==> src/rtl/flash_guard_pkg.sv <==
package flash_guard_pkg;
  localparam int VEC_W = 16;

  typedef enum logic [2:0] {
    SQ_BOOT,
    SQ_VEC1,
    SQ_VEC2,
    SQ_RUN,
    SQ_RECOV
  } seq_state_e;

  typedef struct packed {
    logic rd;
    logic wr;
  } prot_t;

  // Decode protection from vector 1 and the boot-mode pins.
  function automatic prot_t prot_decode(input logic [VEC_W-1:0] v1, input logic [2:0] md);
    prot_t p;
    logic  int_boot;
    int_boot = (md == 3'b000);
    if (|v1[VEC_W-1:3]) begin
      p.rd = 1'b1;
      p.wr = 1'b1;
    end else begin
      p.rd = v1[0] & ~int_boot;
      p.wr = v1[1] & ~(v1[2] & int_boot);
    end
    return p;
  endfunction
endpackage

==> src/rtl/fg_seq.sv <==
module fg_seq
  import flash_guard_pkg::*;
#(
  parameter int unsigned BOOT_CYC  = 150000,
  parameter int unsigned RECOV_CYC = 30000
) (
  input  logic clk,
  input  logic rst_n,
  input  logic viol,
  output logic ready,
  output logic in_fetch,
  output logic fetch_sel,
  output logic cap_v1,
  output logic commit,
  output logic flash_rst
);
  localparam int unsigned MAXC = (BOOT_CYC > RECOV_CYC) ? BOOT_CYC : RECOV_CYC;
  localparam int CW = $clog2(MAXC + 1);

  seq_state_e      st;
  logic [CW-1:0]   cnt;

  always_ff @(posedge clk or negedge rst_n) begin
    if (!rst_n) begin
      st  <= SQ_BOOT;
      cnt <= '0;
    end else begin
      case (st)
        SQ_BOOT: begin
          if (cnt == CW'(BOOT_CYC - 1)) begin
            st  <= SQ_VEC1;
            cnt <= '0;
          end else begin
            cnt <= cnt + 1'b1;
          end
        end
        SQ_VEC1: st <= SQ_VEC2;
        SQ_VEC2: st <= SQ_RUN;
        SQ_RUN: begin
          cnt <= '0;
          if (viol) st <= SQ_RECOV;
        end
        SQ_RECOV: begin
          if (cnt == CW'(RECOV_CYC - 1)) begin
            st  <= SQ_VEC1;
            cnt <= '0;
          end else begin
            cnt <= cnt + 1'b1;
          end
        end
        default: st <= SQ_BOOT;
      endcase
    end
  end

  assign ready     = (st == SQ_RUN);
  assign in_fetch  = (st == SQ_VEC1) || (st == SQ_VEC2);
  assign fetch_sel = (st == SQ_VEC2);
  assign cap_v1    = (st == SQ_VEC1);
  assign commit    = (st == SQ_VEC2);
  assign flash_rst = (st == SQ_RECOV);
endmodule

==> src/rtl/fg_policy.sv <==
module fg_policy
  import flash_guard_pkg::*;
(
  input  logic             clk,
  input  logic             rst_n,
  input  logic             cap_v1,
  input  logic             commit,
  input  logic [VEC_W-1:0] vec_in,
  input  logic [2:0]       md,
  output prot_t            prot
);
  logic [VEC_W-1:0] v1_q;

  always_ff @(posedge clk or negedge rst_n) begin
    if (!rst_n) begin
      v1_q <= '1;
      prot <= '{rd: 1'b1, wr: 1'b1};
    end else begin
      if (cap_v1) v1_q <= vec_in;
      if (commit) prot <= prot_decode(v1_q, md);
    end
  end
endmodule

==> src/rtl/fg_gate.sv <==
module fg_gate
  import flash_guard_pkg::*;
#(
  parameter int AW     = 16,
  parameter int SEC_SH = 12,
  parameter logic [(1<<(AW-SEC_SH))-1:0] PROT_MASK = 'h00F0,
  parameter logic [AW-1:0] SEC_BASE = 'hFF00
) (
  input  logic             cpu_req,
  input  logic             cpu_we,
  input  logic             cpu_erase,
  input  logic [AW-1:0]    cpu_addr,
  input  logic [VEC_W-1:0] cpu_wdata,
  input  logic             ready,
  input  logic             in_fetch,
  input  logic             fetch_sel,
  input  prot_t            prot,
  input  logic             dis,
  input  logic [VEC_W-1:0] fl_rdata,
  output logic             fl_req,
  output logic             fl_we,
  output logic             fl_erase,
  output logic [AW-1:0]    fl_addr,
  output logic [VEC_W-1:0] fl_wdata,
  output logic [VEC_W-1:0] cpu_rdata,
  output logic             viol,
  output logic             rd_block,
  output logic             accept
);
  logic sec_hit, wr_block, is_wr, is_rd;

  assign sec_hit  = PROT_MASK[cpu_addr[AW-1:SEC_SH]];
  assign rd_block = sec_hit & prot.rd & ~dis;
  assign wr_block = sec_hit & prot.wr & ~dis;
  assign accept   = cpu_req & ready;
  assign is_wr    = cpu_we & ~cpu_erase;
  assign is_rd    = ~cpu_we & ~cpu_erase;
  assign viol     = accept & is_wr & wr_block;

  always_comb begin
    if (in_fetch) begin
      fl_req   = 1'b1;
      fl_we    = 1'b0;
      fl_erase = 1'b0;
      fl_addr  = SEC_BASE + (fetch_sel ? AW'(2) : AW'(0));
    end else begin
      fl_req   = accept & ~viol;
      fl_we    = accept & is_wr & ~viol;
      fl_erase = accept & cpu_erase;
      fl_addr  = cpu_addr;
    end
  end

  assign fl_wdata  = cpu_wdata;
  assign cpu_rdata = (accept & is_rd & ~rd_block) ? fl_rdata : '0;
endmodule

==> src/rtl/flash_guard.sv <==
module flash_guard
  import flash_guard_pkg::*;
#(
  parameter int AW     = 16,
  parameter int SEC_SH = 12,
  parameter logic [(1<<(AW-SEC_SH))-1:0] PROT_MASK = 'h00F0,
  parameter logic [AW-1:0] SEC_BASE = 'hFF00,
  parameter int unsigned BOOT_CYC  = 150000,
  parameter int unsigned RECOV_CYC = 30000
) (
  input  logic          clk,
  input  logic          rst_n,
  input  logic          prot_dis,
  input  logic [2:0]    boot_md,
  input  logic          cpu_req,
  input  logic          cpu_we,
  input  logic          cpu_erase,
  input  logic          cpu_seq_mode,
  input  logic [AW-1:0] cpu_addr,
  input  logic [15:0]   cpu_wdata,
  output logic          cpu_ready,
  output logic [15:0]   cpu_rdata,
  output logic          wr_err,
  output logic          fl_req,
  output logic          fl_we,
  output logic          fl_erase,
  output logic [AW-1:0] fl_addr,
  output logic [15:0]   fl_wdata,
  input  logic [15:0]   fl_rdata,
  output logic          fl_rst
);
  logic  viol, rd_block, accept;
  logic  in_fetch, fetch_sel, cap_v1, commit;
  prot_t prot;

  fg_seq #(.BOOT_CYC(BOOT_CYC), .RECOV_CYC(RECOV_CYC)) u_seq (
    .clk(clk), .rst_n(rst_n), .viol(viol), .ready(cpu_ready),
    .in_fetch(in_fetch), .fetch_sel(fetch_sel), .cap_v1(cap_v1),
    .commit(commit), .flash_rst(fl_rst)
  );

  fg_policy u_policy (
    .clk(clk), .rst_n(rst_n), .cap_v1(cap_v1), .commit(commit),
    .vec_in(fl_rdata), .md(boot_md), .prot(prot)
  );

  fg_gate #(.AW(AW), .SEC_SH(SEC_SH), .PROT_MASK(PROT_MASK), .SEC_BASE(SEC_BASE)) u_gate (
    .cpu_req(cpu_req), .cpu_we(cpu_we), .cpu_erase(cpu_erase),
    .cpu_addr(cpu_addr), .cpu_wdata(cpu_wdata), .ready(cpu_ready),
    .in_fetch(in_fetch), .fetch_sel(fetch_sel), .prot(prot), .dis(prot_dis),
    .fl_rdata(fl_rdata), .fl_req(fl_req), .fl_we(fl_we), .fl_erase(fl_erase),
    .fl_addr(fl_addr), .fl_wdata(fl_wdata), .cpu_rdata(cpu_rdata),
    .viol(viol), .rd_block(rd_block), .accept(accept)
  );

  // Sticky error flag: set by a cancelled write in sequencer mode,
  // cleared by the next forwarded write or erase.
  always_ff @(posedge clk or negedge rst_n) begin
    if (!rst_n)                     wr_err <= 1'b0;
    else if (viol && cpu_seq_mode)  wr_err <= 1'b1;
    else if (fl_we || fl_erase)     wr_err <= 1'b0;
  end
endmodule

==> config.mk <==
export PLATFORM = sky130hd
export DESIGN_NAME = flash_guard
export DESIGN_NICKNAME = d
export VERILOG_FILES = /design/src/rtl/flash_guard_pkg.sv /design/src/rtl/fg_seq.sv /design/src/rtl/fg_policy.sv /design/src/rtl/fg_gate.sv /design/src/rtl/flash_guard.sv
export SDC_FILE = /design/constraint.sdc
export NUM_CORES = 1
export LEC_CHECK = 0
export BUFFER_PORTS_ARGS = -buffer_cell sky130_fd_sc_hd__clkbuf_2
export CORE_MARGIN = 2
export CORE_UTILIZATION = 43
export CTS_BUF_LIST = sky130_fd_sc_hd__clkbuf_2
export DETAILED_ROUTE_END_ITERATION = 8
export PLACE_DENSITY = 0.78
export SLEW_MARGIN = 20
export SYNTH_ARGS = -nofsm -noshare
export SYNTH_HDL_FRONTEND = slang
export SYNTH_SLANG_ARGS = --single-unit
==> constraint.sdc <==
create_clock -name clk -period 2.2 [get_ports clk]
set_clock_uncertainty 0.1 [all_clocks]
set_input_delay 0.66 -clock clk [delete_from_list [all_inputs] [get_ports clk]]
set_output_delay 0.66 -clock clk [all_outputs]
set_load 0.01 [all_outputs]
==> results of run 1 <==
## area by class of cell
cell class / count / area [µm²]
multi-input cells: 173 / 1270
clock inverters: 3 / 47.5
well taps: 70 / 87.6
flip-flops and latches: 40 / 1020
clock buffers: 5 / 25.0
repair buffers: 115 / 825
inverters: 3 / 16.3
fillers: 417 / 1880
## report_power, final
part           total [µW]  switching (µW)  internal, µW
Sequential           1200             148          1050
Combinational        1780             843           933
Clock                 465             268           196
Total                3440            1260          2180
## placed cells by master, fill, tap and decap left out, types with 2 or more instances in the layout
master,n
nor2_4,4
and2_4,19
mux2_2,16
dfrtp_1,22
buf_2,11
or3_1,9
nor2_1,19
and2_1,6
buf_6,27
nand2b_1,2
buf_4,24
clkinv_4,3
o21ai_0,6
and3_1,3
nor4_1,5
nor3_1,5
xnor2_1,4
nand4_1,6
a21oi_1,4
inv_1,2
a21o_1,2
nand2_1,19
nand4bb_1,2
dfstp_2,18
clkbuf_2,56
buf_8,2
or4_1,2
nand3_1,10
xor2_1,10
## how the worst min path moves through the flow
stage                      from                to  slack (ns)  depth (start not counted)
2_1_floorplan             rst_n      u_seq.cnt[0]        0.26                          0
3_3_place_gp   u_policy.v1_q[1]  u_policy.prot[0]        0.35                          2
3_5_place_dp   u_policy.v1_q[1]  u_policy.prot[0]        0.37                          2
4_1_cts                   rst_n            wr_err        0.17                          2
5_1_grt                   rst_n            wr_err        0.17                          2
6_report                  rst_n            wr_err        0.15                          2
## sequential cells by signal (all words and copies together) (netlist names)
signal         cells
u_policy.prot      2
wr_err             1
u_policy.v1_q     16
u_seq.st           3
u_seq.cnt         18
## cells by family (layout without fill, tap and decap cells)
| group | Yosys count | count (layout) |
|---|---|---|
| and+or+nand+nor | 119 | 120 |
| DFF | 40 | 40 |
| buffers and inverters | 27 | 126 |
| AOI/OAI and AO/OA | 22 | 22 |
| muxes | 16 | 16 |
| xor gates and xnor gates | 14 | 14 |
| adders and majority gates | 1 | 1 |
## through the flow
stage          worst slack, ns  total power, µW  TNS (ns)
2_1_floorplan           -0.115             2010     -1.15
3_3_place_gp            -0.243             2450     -4.04
3_5_place_dp            -0.296             2500     -4.58
4_1_cts                 -0.405             3220    -12.14
5_1_grt                 -0.518             3630    -15.40
6_report                -0.419             3440    -12.21
## routing by layer
layer / wire (µm) / up-vias / GRT usage
met5: 0 / - / 0
met4: 146 / 0 / 0.0750
met3: 346 / 16 / 0.0360
met2: 3300 / 82 / 0.350
met1: 2530 / 1055 / 0.249
li1: - / 1013 / -
## repair_timing
action                     CTS  global route
setup endpoints to repair   36            38
buffers inserted             8             7
gates resized for setup     29            59
pin swaps                   14             8
hold buffers                 0             0
gates cloned                 2             2
==> run_results.csv, run 1 <==
group,metric,value,unit
layout,finalNonFillerCells,409,
power,power_density,1040,mW/mm²
route,via_per_inst,5.30,
worst_setup_path,path_cells,"nand3b_4 > clkinv_4 > nand2_4 > a2111oi_4 > buf_6 > and2_4 > buf_8",
clock_tree,htreeDepth,2,
timing,finalCriticalPeriod,2.62,ns
logic_synthesis,synth-main-ff-cell,"dfrtp_1",
grt,grt_pass1_vias,2071,
placement,hpwlAfterDp,4030,µm
layout,antenna_cells,0,
clock_tree,cts_root_buffer,"clkbuf_2",
worst_setup_path,rrSetupSlack,0.08,ns
worst_setup_path,reg2reg_to,"u_seq.cnt[8]",
worst_setup_path,r2r_cells,7,
worst_setup_path,cpMaxStageDelayCell,"dfrtp_1",
logic_synthesis,synthArstFlopShare,1.00,
layout,final_util,0.637,
grt,grt_pass1_wl,9750,µm
placement,place_congestion,0.805,
layout,stdcell_area,0.00329,mm²
timing,setup_viol,37,
logic_synthesis,synth_top_family_by_area,"simple AND/OR/NAND/NOR gates",
clock_tree,clock-sinks,40,
floorplan,start_util,0.452,
logic_synthesis,ys_top_cells_by_count,"and2_1 (25), nor2_1 (23), dfrtp_1 (22), nand2_1 (19), dfstp_2 (18)",
route,vias,2166,
floorplan,chipWidth,77.7,µm
timing,worst_slew_pin_slew,0.505,ns
logic_synthesis,synth-seq-area-share,0.438,
logic_synthesis,synth_top_area_cell,"dfrtp_1",
logic_synthesis,ys_ff_latch,40,
timing,layout_setup_ws,-0.419,ns
logic_synthesis,postSynthAreaPerCell,9.78,µm²
timing,slew_headroom,0.664,
floorplan,io_pins,112,
floorplan,die_h,77.7,µm
placement,portBuffers,79,
logic_synthesis,synth_area,0.00234,mm²
grt,grt_max_degree,41,
timing,final-hold-violation-count,0,
logic_synthesis,netlist_top_cells_area,"dfrtp_1 (24%), dfstp_2 (20%), mux2_2 (7.7%)",
timing,fmax,382,MHz
worst_setup_path,path_depth,7,
timing,slew_violations,0,
route,drtIter0Drc,102,
route,first_pass_iters,5,
logic_synthesis,synth_compound_gate_area_share,0.0723,
worst_setup_path,path_buf_inv,3,
logic_synthesis,synth_xor_area_frac,0.0525,
clock_tree,cts_max_path_buffers,2,
worst_setup_path,rr_startpoint,"u_seq.st[1]",
clock_tree,cts_buffers,5,
outcome,violations,"negative setup slack",
logic_synthesis,yosys_warnings,0,
clock_tree,clk_latency,0.41,ns
worst_setup_path,crit_family,"flip-flops",
worst_setup_path,cpPeakStageDelay,0.43,ns
grt,track_usage,0.202,
worst_setup_path,worstSetupPathType,"register to output port",
worst_setup_path,crit_path_start,"u_seq.st[2]",
worst_setup_path,crit_arrival,1.86,ns
grt,grt-ovfl-total,0,
logic_synthesis,syn_inst,239,
logic_synthesis,yosysMostFrequentCell,"and2_1",
worst_setup_path,startpoint_type,"register",
clock_tree,cts_tree,"done",
route,post_drt_wl_per_cell,15.5,µm
layout,nets,397,
logic_synthesis,yosysTopAreaCellShare,0.236,
power,ir_worst_vdd,0.618,mV
logic_synthesis,synthSimpleGateAreaFrac,0.282,
worst_hold_path,hp-class,"primary input to async pin",
logic_synthesis,synth-adder-area-share,0.00535,
timing,rsz0062_at_grt,"yes",
clock_tree,clkTransAtPathRegs,0.25,ns
route,drtAntennaViolNets,0,
worst_setup_path,critPathMaxFanout,8,
floorplan,rows,26,
timing,finalCritPeriodShare,1.19,
layout,drive_gt1_frac,0.572,
timing,whs,0.149,ns
outcome,status,"finished, violations left",
logic_synthesis,synth_edf_count,0,
power,leakage,0.00153,µW
floorplan,die_area,0.00604,mm²
logic_synthesis,ys_types,38,
route,drc,0,
layout,area_growth,41.0,%
floorplan,core,0.00517,mm²
placement,dp.cells,385,
worst_setup_path,worst_setup_path_end_kind,"output port",
run,cap_viol_max_count,0,
logic_synthesis,synth_mux_area_frac,0.0771,
grt,antenna_found_initial,0,
route,wl,6320,µm
placement,dpl_cell_area,0.00285,mm²
logic_synthesis,synthesis.nets,298,
worst_setup_path,worstPathRequired,1.44,ns
worst_setup_path,endpoint,"cpu_rdata[13]",
Power figures use the tool's default switching activity.
==> run 2: changes to the inputs <==
CAP_MARGIN = 10   (was default)
REMOVE_ABC_BUFFERS = 1   (was default)
==> run 2 against run 1 <==
  * The flow still finishes with violations (negative setup slack)
  * Non-clock buffer count did not move
  * Global-route usage grew 0.43 points
  * Design area down 3.0%
  * Sequential share of layout area increased by 0.97 points
  * Critical path depth unchanged
  * Count of clock-buffer cells in the layout stayed put
  * Sequential power about the same
  * Core utilization shrank 1.9 points
  * Critical path type unchanged
  * Largest cell class unchanged
  * Largest power group unchanged
==> run_results.csv, run 2 (synthesis results as in run 1) <==
group,metric,value,unit
timing,slew_violations,0,
worst_setup_path,r2r_cells,8,
route,first_pass_iters,4,
clock_tree,cts_tree,"done",
route,drtIter0Drc,71,
grt,grt_pass1_vias,2036,
route,vias,2132,
timing,finalCriticalPeriod,2.66,ns
layout,antenna_cells,0,
floorplan,io_pins,112,
layout,finalNonFillerCells,409,
grt,antenna_found_initial,0,
outcome,status,"finished, violations left",
placement,dp.cells,386,
grt,grt_max_degree,17,
layout,largest_reg_flops,18,
clock_tree,cts_root_buffer,"clkbuf_2",
floorplan,rows,26,
placement,detailedPlace.worstSlack,-0.409,ns
timing,slew_headroom,0.701,
placement,hpwlAfterDp,4650,µm
outcome,violations,"negative setup slack",
layout,layout_common_cells,"clkbuf_2 (63), buf_4 (24), buf_6 (23), dfrtp_1 (22)",
layout,top_regs,"u_seq.cnt (18), u_policy.v1_q (16), u_seq.st (3)",
clock_tree,cts_buffers,5,
clock_tree,hold_buffers,0,
layout,nets,397,
power,pwr-share-seq,0.372,
timing,final-hold-violation-count,0,
clock_tree,clkTransAtPathRegs,0.23,ns
layout,drive_gt1_frac,0.546,
floorplan,die_h,77.7,µm
timing,rsz0062_at_grt,"yes",
worst_setup_path,reg2reg_to,"u_seq.cnt[14]",
worst_setup_path,startpoint_type,"register",
timing,finalCritPeriodShare,1.21,
floorplan,die_area,0.00604,mm²
grt,track_usage,0.206,
power,power_density,1000,mW/mm²
route,post_drt_wl_per_cell,16.3,µm
worst_setup_path,crit_arrival,1.90,ns
floorplan,core,0.00517,mm²
worst_setup_path,rr_startpoint,"u_seq.st[2]",
route,wl,6650,µm
floorplan,start_util,0.452,
power,clkPwrFrac,0.104,
power,p_switching,1200,µW
power,cell_internal_pwr,2010,µW
clock_tree,clk_latency,0.41,ns
clock_tree,htreeDepth,2,
layout,top_register,"u_seq.cnt",
route,drtAntennaViolNets,0,
worst_setup_path,worstSetupPathType,"register to output port",
grt,grt-ovfl-total,0,
power,leakage,0.00150,µW
placement,portBuffers,79,
route,via_per_inst,5.21,
timing,fmax,376,MHz
worst_hold_path,hp-class,"primary input to async pin",
grt,grt_pass1_wl,9720,µm
clock_tree,cts_max_path_buffers,2,
timing,setup_viol,37,
worst_setup_path,rrSetupSlack,0.10,ns
worst_setup_path,worstPathRequired,1.44,ns
placement,place_congestion,0.870,
power,p_sw_frac,0.373,
floorplan,chipWidth,77.7,µm
worst_setup_path,crit_path_start,"u_seq.st[2]",
power,comb_power_share,0.524,
power,ir_worst_vdd,0.572,mV
route,drc,0,
timing,layout_setup_ws,-0.458,ns
clock_tree,clock-sinks,40,
run,cap_viol_max_count,0,
worst_setup_path,critPathMaxFanout,8,
layout,final_common_cell,"clkbuf_2",
worst_setup_path,worst_setup_path_end_kind,"output port",
timing,worst_slew_pin_slew,0.445,ns
layout,area_growth,36.7,%
run 2: cell types whose count changed in the layout (fill, tap and decap cells not counted), moves of 2 or more:
cell / before / now
and2_1: 6 / 14
and2_4: 19 / 11
buf_2: 11 / 9
buf_6: 27 / 23
buf_8: 2 / 0
clkbuf_2: 56 / 63
clkinv_2: 0 / 2
nor2_2: 1 / 3
nor2_4: 4 / 2
run 2: per-layer routing:
layer  vias to the layer above  global-route usage  share of wire
met5                         -              0.0727         0.0084
met2                        73               0.325           0.49
met4                         2              0.0786          0.019
met1                      1033               0.248           0.42
li1                       1010                   -              -
met3                        14              0.0802          0.058
run 2: power by group through the flow:
stage          clock, µW  combinational [µW]  sequential [µW]
2_1_floorplan          0                 754             1170
6_report             333                1680             1190
3_5_place_dp           0                1300             1200
5_1_grt              374                1810             1220
3_3_place_gp           0                1260             1180
4_1_cts              340                1480             1190
run 2: how the worst max path moves through the flow:
stage	endpoint	slack, ns	cells after the start
detailed placement	cpu_rdata[0]	-0.41	7
floorplan	fl_addr[0]	-0.46	3
global route	cpu_rdata[13]	-0.60	7
global placement	cpu_rdata[6]	-0.37	7
CTS	cpu_rdata[5]	-0.43	7
finish	cpu_rdata[13]	-0.46	7
run 2: stage by stage:
step | util | total power (µW) | area (µm²) | hold slack (ns) | setup TNS [ns]
after floorplan | - | 1930 | 2180 | 0.264 | -8.06
after global placement | 0.549 | 2440 | 2840 | 0.357 | -6.03
after detailed placement | 0.549 | 2500 | 2840 | 0.364 | -6.65
after CTS | 0.580 | 3000 | 3000 | 0.0410 | -12.16
after global routing | 0.618 | 3410 | 3190 | 0.0161 | -18.67
final | 0.618 | 3210 | 3190 | 0.0401 | -14.54
run 2: repair_timing:
| item | 4_1_cts | 5_1_grt |
|---|---|---|
| pin swaps | 13 | 5 |
| gates cloned | 1 | 1 |
| resized for setup | 20 | 50 |
| setup buffers | 6 | 8 |
| endpoints found under the setup margin | 36 | 37 |
run 2: area by class of cell:
| cell class | instances | area (µm²) |
|---|---|---|
| clock inverters | 3 | 18.8 |
| inverters | 3 | 16.3 |
| fillers | 411 | 1980 |
| well taps | 70 | 87.6 |
| repair buffers | 115 | 795 |
| multi-input cells | 173 | 1230 |
| clock buffers | 5 | 25.0 |
| flip-flops and latches | 40 | 1020 |
run 2: critical path: stages, from the launching register on:
cell and delay (ns):
dfrtp_1 0.45, nand3b_4 0.18, clkinv_4 0.06, nand2_4 0.06
a2111oi_4 0.27, buf_4 0.22, and2_1 0.13, buf_2 0.12
